--- src/rtl/pwm_timebase.sv ---
module pwm_timebase #(
  parameter int W = 16
) (
  input  logic         clk,
  input  logic         rst_n,
  input  logic [1:0]   mode,
  input  logic [1:0]   clk_div,
  input  logic         prd_imm,
  input  logic         prd_wr,
  input  logic [W-1:0] prd_wdata,
  input  logic [W-1:0] phase,
  input  logic         phase_en,
  input  logic         dir_after_sync,
  input  logic         sync_in,
  input  logic         sw_sync,
  input  logic [W-1:0] cmpb,
  input  logic [1:0]   sync_sel,
  output logic [W-1:0] count,
  output logic         dir_up,
  output logic         evt_zero,
  output logic         evt_prd,
  output logic         sync_out
);
  localparam logic [1:0] M_UP = 2'b00, M_DN = 2'b01, M_UD = 2'b10;

  logic [W-1:0] cnt_q, cnt_d, prd_act, prd_sh;
  logic         dir_q, dir_d;
  logic [1:0]   pre_q, pre_last;

  wire sync_ev = phase_en & (sync_in | sw_sync);
  wire at_zero = (cnt_q == '0);

  always_comb
    case (clk_div)
      2'b00:   pre_last = 2'd0;
      2'b01:   pre_last = 2'd1;
      default: pre_last = 2'd3;
    endcase

  wire tick = (pre_q == pre_last);

  always_comb begin
    cnt_d = cnt_q;
    dir_d = dir_q;
    if (sync_ev) begin
      cnt_d = phase;
      dir_d = (mode == M_UP) ? 1'b1 : (mode == M_DN) ? 1'b0 : dir_after_sync;
    end else if (tick) begin
      case (mode)
        M_UP: begin
          cnt_d = (cnt_q >= prd_act) ? '0 : cnt_q + W'(1);
          dir_d = 1'b1;
        end
        M_DN: begin
          cnt_d = (at_zero || cnt_q > prd_act) ? prd_act : cnt_q - W'(1);
          dir_d = 1'b0;
        end
        M_UD: begin
          if (dir_q) begin
            if (cnt_q >= prd_act) begin
              dir_d = 1'b0;
              cnt_d = at_zero ? '0 : cnt_q - W'(1);
            end else
              cnt_d = cnt_q + W'(1);
          end else if (at_zero) begin
            dir_d = 1'b1;
            cnt_d = (prd_act == '0) ? '0 : W'(1);
          end else
            cnt_d = cnt_q - W'(1);
        end
        default: ;
      endcase
    end
  end

  always_ff @(posedge clk or negedge rst_n)
    if (!rst_n) begin
      cnt_q <= '0;
      dir_q <= 1'b1;
      pre_q <= '0;
    end else begin
      cnt_q <= cnt_d;
      dir_q <= dir_d;
      pre_q <= (sync_ev || tick) ? 2'd0 : pre_q + 2'd1;
    end

  always_ff @(posedge clk or negedge rst_n)
    if (!rst_n) begin
      prd_act <= '0;
      prd_sh  <= '0;
    end else begin
      if (prd_wr) prd_sh <= prd_wdata;
      if (prd_wr && prd_imm) prd_act <= prd_wdata;
      else if (at_zero)      prd_act <= prd_sh;
    end

  assign count    = cnt_q;
  assign dir_up   = (mode == M_UP) ? 1'b1 : (mode == M_DN) ? 1'b0 : dir_q;
  assign evt_zero = at_zero;
  assign evt_prd  = (cnt_q == prd_act);

  always_comb
    case (sync_sel)
      2'b00:   sync_out = sync_in;
      2'b01:   sync_out = at_zero;
      2'b10:   sync_out = (cnt_q == cmpb);
      default: sync_out = 1'b0;
    endcase
endmodule


--- config.mk ---
export PLATFORM = sky130hd
export DESIGN_NAME = pwm_timebase
export DESIGN_NICKNAME = d
export VERILOG_FILES = /design/src/rtl/pwm_timebase.sv
export SDC_FILE = /design/constraint.sdc
export NUM_CORES = 1
export LEC_CHECK = 0
export BUFFER_PORTS_ARGS = -buffer_cell sky130_fd_sc_hd__buf_2
export CAP_MARGIN = 15
export CORE_UTILIZATION = 40
export DETAILED_ROUTE_END_ITERATION = 8
export SYNTH_ARGS = -nofsm -noshare
export SYNTH_HDL_FRONTEND = slang
export SYNTH_SLANG_ARGS = --single-unit
--- constraint.sdc ---
create_clock -name clk -period 2.6 [get_ports clk]
set_input_delay 0.39 -clock clk [delete_from_list [all_inputs] [get_ports clk]]
set_output_delay 0.39 -clock clk [all_outputs]
set_load 0.01 [all_outputs]
After elaboration in Yosys (flattened, before gate mapping)

Index checks and enable logic that the tools add are counted.

Output and inout bits: 20
Register bits: 51

Eq/ne operators: 8
$add $sub $neg: 3
$lt $le $gt $ge: 2
Bitwise operators: 2
Reductions and logical operators: 12
Muxes and demuxes: 25

Operators by type and width:

| cell                                                | count |
|---|---|
| two-way mux 16 bit                                  | 10 |
| case mux 16 bit (3 select lines)                    | 1 |
| == test 16 bit                                      | 2 |
| logical NOT 16 bit                                  | 2 |
| adder 16 x 1 -> 16 bit (second input constant)      | 1 |
| >= comparator 16 bit                                | 1 |
| > comparator 16 bit                                 | 1 |
| subtractor 16 x 1 -> 16 bit (second input constant) | 1 |
| two-way mux 1 bit                                   | 10 |
| == test 2 x 1 -> 1 bit (second input constant)      | 3 |
| logical NOT 2 bit                                   | 3 |
| case mux 1 bit (3 select lines)                     | 2 |
| == test 2 bit (second input constant)               | 2 |
| case mux 2 bit (2 select lines)                     | 1 |
| nonzero test 2 bit                                  | 2 |
| nonzero test 4 bit                                  | 1 |
| adder 2 x 1 -> 2 bit (second input constant)        | 1 |
| == test 2 bit                                       | 1 |
| logical OR 1 bit                                    | 2 |
| two-way mux 2 bit                                   | 1 |
| AND reduction 2 bit                                 | 1 |
| AND 1 bit                                           | 1 |
| logical AND 1 bit                                   | 1 |
| OR 1 bit                                            | 1 |

Depth between registers and ports, before layout

Depth after elaboration: 7
Depth in mapped cells: 12
Mapped depth without buffers: 9

Least setup slack after synthesis

No wires, ideal clock.

Kind: flip-flop to output port
From: register cnt_q[3] (netlist: count[3])
To: output sync_out
Arrival: 2.505 ns
Stages on the path, launching flop included: 9
Required time: 2.210 ns
Path slack: -0.295 ns
Path through: dfrtp_1 > buf_6 > or4_4 > or4_1 > buf_2 > or3_1 > buf_2 > clkbuf_1 > o22ai_1

Cells in the longest elaborated chain, start to end: 2
Elaborated cells between the ends (all ways): 3
Those cells by class: eq/ne: 1; mux: 1; reduce/logical: 1

RTL lines:

| element                                              | line    | RTL |
|---|---|---|
| start, declared                                      | 26      | `logic [W-1:0] cnt_q, cnt_d, prd_act, prd_sh;` |
| start signal, assigned                               | 82      | `cnt_q <= cnt_d;` |
| == test 16 bit or logical NOT 16 bit (tied branches) | 106, 31 |  |
| case mux 1 bit (3 select lines) *                    | 103     | `case (sync_sel)` |
| end, declared                                        | 22      | `output logic sync_out` |

Every way passes the cells marked *; elsewhere a longest branch is shown, timed or not.

Worst setup path in the final report

From: register cnt_q[4] (netlist: count[4])
To: output sync_out

The elaborated chain is that of the path after synthesis.

==> impl_metrics.toml <==
[drt]
route.vias.total = 4312
via_per_inst = 5.71
wl_per_cell_um = 19.0
wirelength_mm = 14.4
ant_nets = 0
drc_errors = 0
drtIter0Drc = 273
dr.pass1.iters = 5

[critical_path]
cp-startpoint = "count[4]"
endpoint_kind = "output pin"
worstPathRequired_ns = 2.21
critPathMaxFanout = 2
timing.rr.start = "count[4]"
reg2reg_depth = 10
r2r_slack_ns = -0.17
start_kind = "flop"
worstSetupPathType = "flop to output pin"
cp.arrival_ns = 2.44
timing.rr.end = "count[0]"

[synth]
netlist_instances = 467
synth_area_leaders = "dfrtp_1, ha_1, xnor2_1, mux2i_1, o21ai_0"
synth_edf_count = 0
ys.flop_type = "dfrtp_1"
avgSynthCellArea_um2 = 8.74
synth_seq_cells = 51
syn-cell-area_mm2 = 0.00408
synth.distinct_cells = 50
synth_largest_area_cell = "dfrtp_1"
yosysWarningCount = 0
synth-async-reset-ratio_pct = 100
synth_top_cells_by_count = "dfrtp_1, o21ai_0, nand2_1"
synth_most_common_cell = "dfrtp_1"
ys_seq_area_share_pct = 31.3
yosysTopAreaCellShare_pct = 30.6
synthesis.nets = 550

[timing]
fin_crit_ns = 2.83
worst_slack_ns = -0.232
rsz0062_at_grt = "true"
relSlewSlack_pct = 46.3
final.setup_skew_ns = 0.00500
max_freq_mhz = 353
setup_viol = 18
post-route-period-util_pct = 109
finalHoldViolations = 0
tightest_slew_ns = 0.805
maxSlewViolCount = 0

[clock_network]
cts_max_path_buffers = 2
cts_tree = "built"
htree_levels = 2
clock_sinks = 51
clk_latency_ns = 0.31
path_clk_slew_ns = 0.11
root_buffer = "clkbuf_8"
numCtsBuffers = 5

[min_path]
hold_path.class = "input port to flop"
min_from = "prd_wdata[14]"
hold_depth = 3
holdPathEnd = "prd_act[14]"

[cells_and_area]
fin_util_pct = 60.5
final-seq-area_mm2 = 0.00128
area.growth.synth_to_final_pct = 45.4
num_antenna_cells = 0
drive_above_1_share_pct = 43.7
fillCellCount = 853
layout.nets = 704
multiInputGateArea_mm2 = 0.00298

[placement]
dp_hpwl_mm = 10.0
gp_congestion = 0.899
io_buffers = 81

[power]
leakagePower_nw = 2.62
finalPower_mw = 3.60
ir_drop_mv = 0.363
powerDensity_mw_per_mm2 = 607

[grt]
gr-usage-met2_pct = 42.3
grt_util_all_layers_pct = 26.5
antenna_found_initial = 0
grt-busiest-layer = "met2"
use_met1_pct = 36.6
grt_pass1_wl_mm = 20.9
grt_max_degree = 33
met3_usage_pct = 4.34
gr-total-overflow = 0
grt_pass1_vias = 3981

[floorplan]
ios = 82
fp-row-count = 36
die_height_um = 103
dieArea_mm2 = 0.0106
initial_core_util_pct = 41.6
die_width_um = 103
core_mm2 = 0.00982

[status]
status = "finished, violations left"
violations = "setup timing"

[run]
maxCapViolCount = 0
-- power breakdown --
group	internal [mW]	switching, mW	total (mW)
sequential	0.918	0.103	1.02
clock	0.198	0.305	0.503
combinational	0.940	1.14	2.08
total	2.06	1.55	3.60
-- worst max-delay path by stage --
stage | endpoint | cells past startpoint | slack (ns)
after floorplan | count[14] | 9 | -0.17
after global placement | count[1] | 7 | -0.03
after detailed placement | count[5] | 10 | -0.05
after CTS | sync_out | 6 | -0.22
after global routing | sync_out | 6 | -0.29
final | sync_out | 6 | -0.23
-- layer usage --
| layer | wire length (um) | vias up | share of wire, % |
|---|---|---|---|
| met5 | 0 | - | 0 |
| met4 | 373 | 0 | 2.6 |
| met3 | 1130 | 34 | 7.9 |
| met2 | 6540 | 226 | 45 |
| met1 | 6330 | 2037 | 44 |
| li1 | - | 2015 | - |
-- cells in the final DEF (no fill, tap or decap), types with 8 or more instances in the layout --
cell type  count
buf_2         80
buf_6         17
dfrtp_1       49
xnor2_1       28
nor3_1        10
mux2_2        16
o21ai_0       29
o21ai_1        8
xor2_1        15
buf_4         80
inv_1         25
mux2i_1       20
nand4_1       21
a221oi_2      10
or3_1         11
a21oi_1       19
nor2_1        17
ha_1           9
nand3_1       10
nand2_1       33
ha_4          12
-- repair_timing --
item | 4_1_cts | 5_1_grt
pin swaps | 38 | 37
hold buffers | 1 | 0
setup endpoints to repair | 19 | 33
gates resized for setup | 38 | 53
cloned | 1 | 2
setup buffers | 17 | 12
endpoints found under the hold margin | 13 | 0
-- worst max-delay path, cell delays in order (launching register included) --
cell,delay [ns]
dfrtp_1,0.40
or4_4,0.55
or4_4,0.44
or3_4,0.40
buf_6,0.13
o22ai_4,0.09
buf_6,0.12
-- cells by family after synthesis --
kind of cell,synth area share (%)
AO/OA/AOI/OAI,18.8
XOR/XNOR,9.22
adder cells (fa/ha/maj),6.44
buffers and inverters,6.59
flip-flops,31.3
multiplexers,9.32
AND/OR/NAND/NOR,18.3
-- sequential cells by signal, indices dropped and copies added (netlist names) --
| signal | cells |
|---|---|
| count | 16 |
| dir_q | 1 |
| prd_act | 16 |
| prd_sh | 16 |
| pre_q | 2 |
-- per-stage QoR --
step | setup slack [ns] | instances | hold WS (ns) | area (um^2) | TNS [ns]
finish | -0.232 | 755 | 0.286 | 5940 | -2.01
CTS | -0.217 | 744 | 0.273 | 5580 | -1.37
detailed placement | -0.0455 | 720 | 0.323 | 5100 | -0.188
global placement | -0.0253 | 720 | 0.323 | 5100 | -0.0540
floorplan | -0.173 | 467 | 0.0944 | 4120 | -2.65
global route | -0.294 | 755 | 0.294 | 5940 | -3.28
-- layout make-up --
type / instances / share of cell area [%]
clock buffers: 5 / 1.16
clock inverters: 3 / 0.464
inverters: 27 / 1.71
multi-input cells: 353 / 50.2
flip-flops and latches: 51 / 21.5
well taps: 133 / 2.80
repair buffers: 183 / 22.1
(Power assumes the default switching activity.)
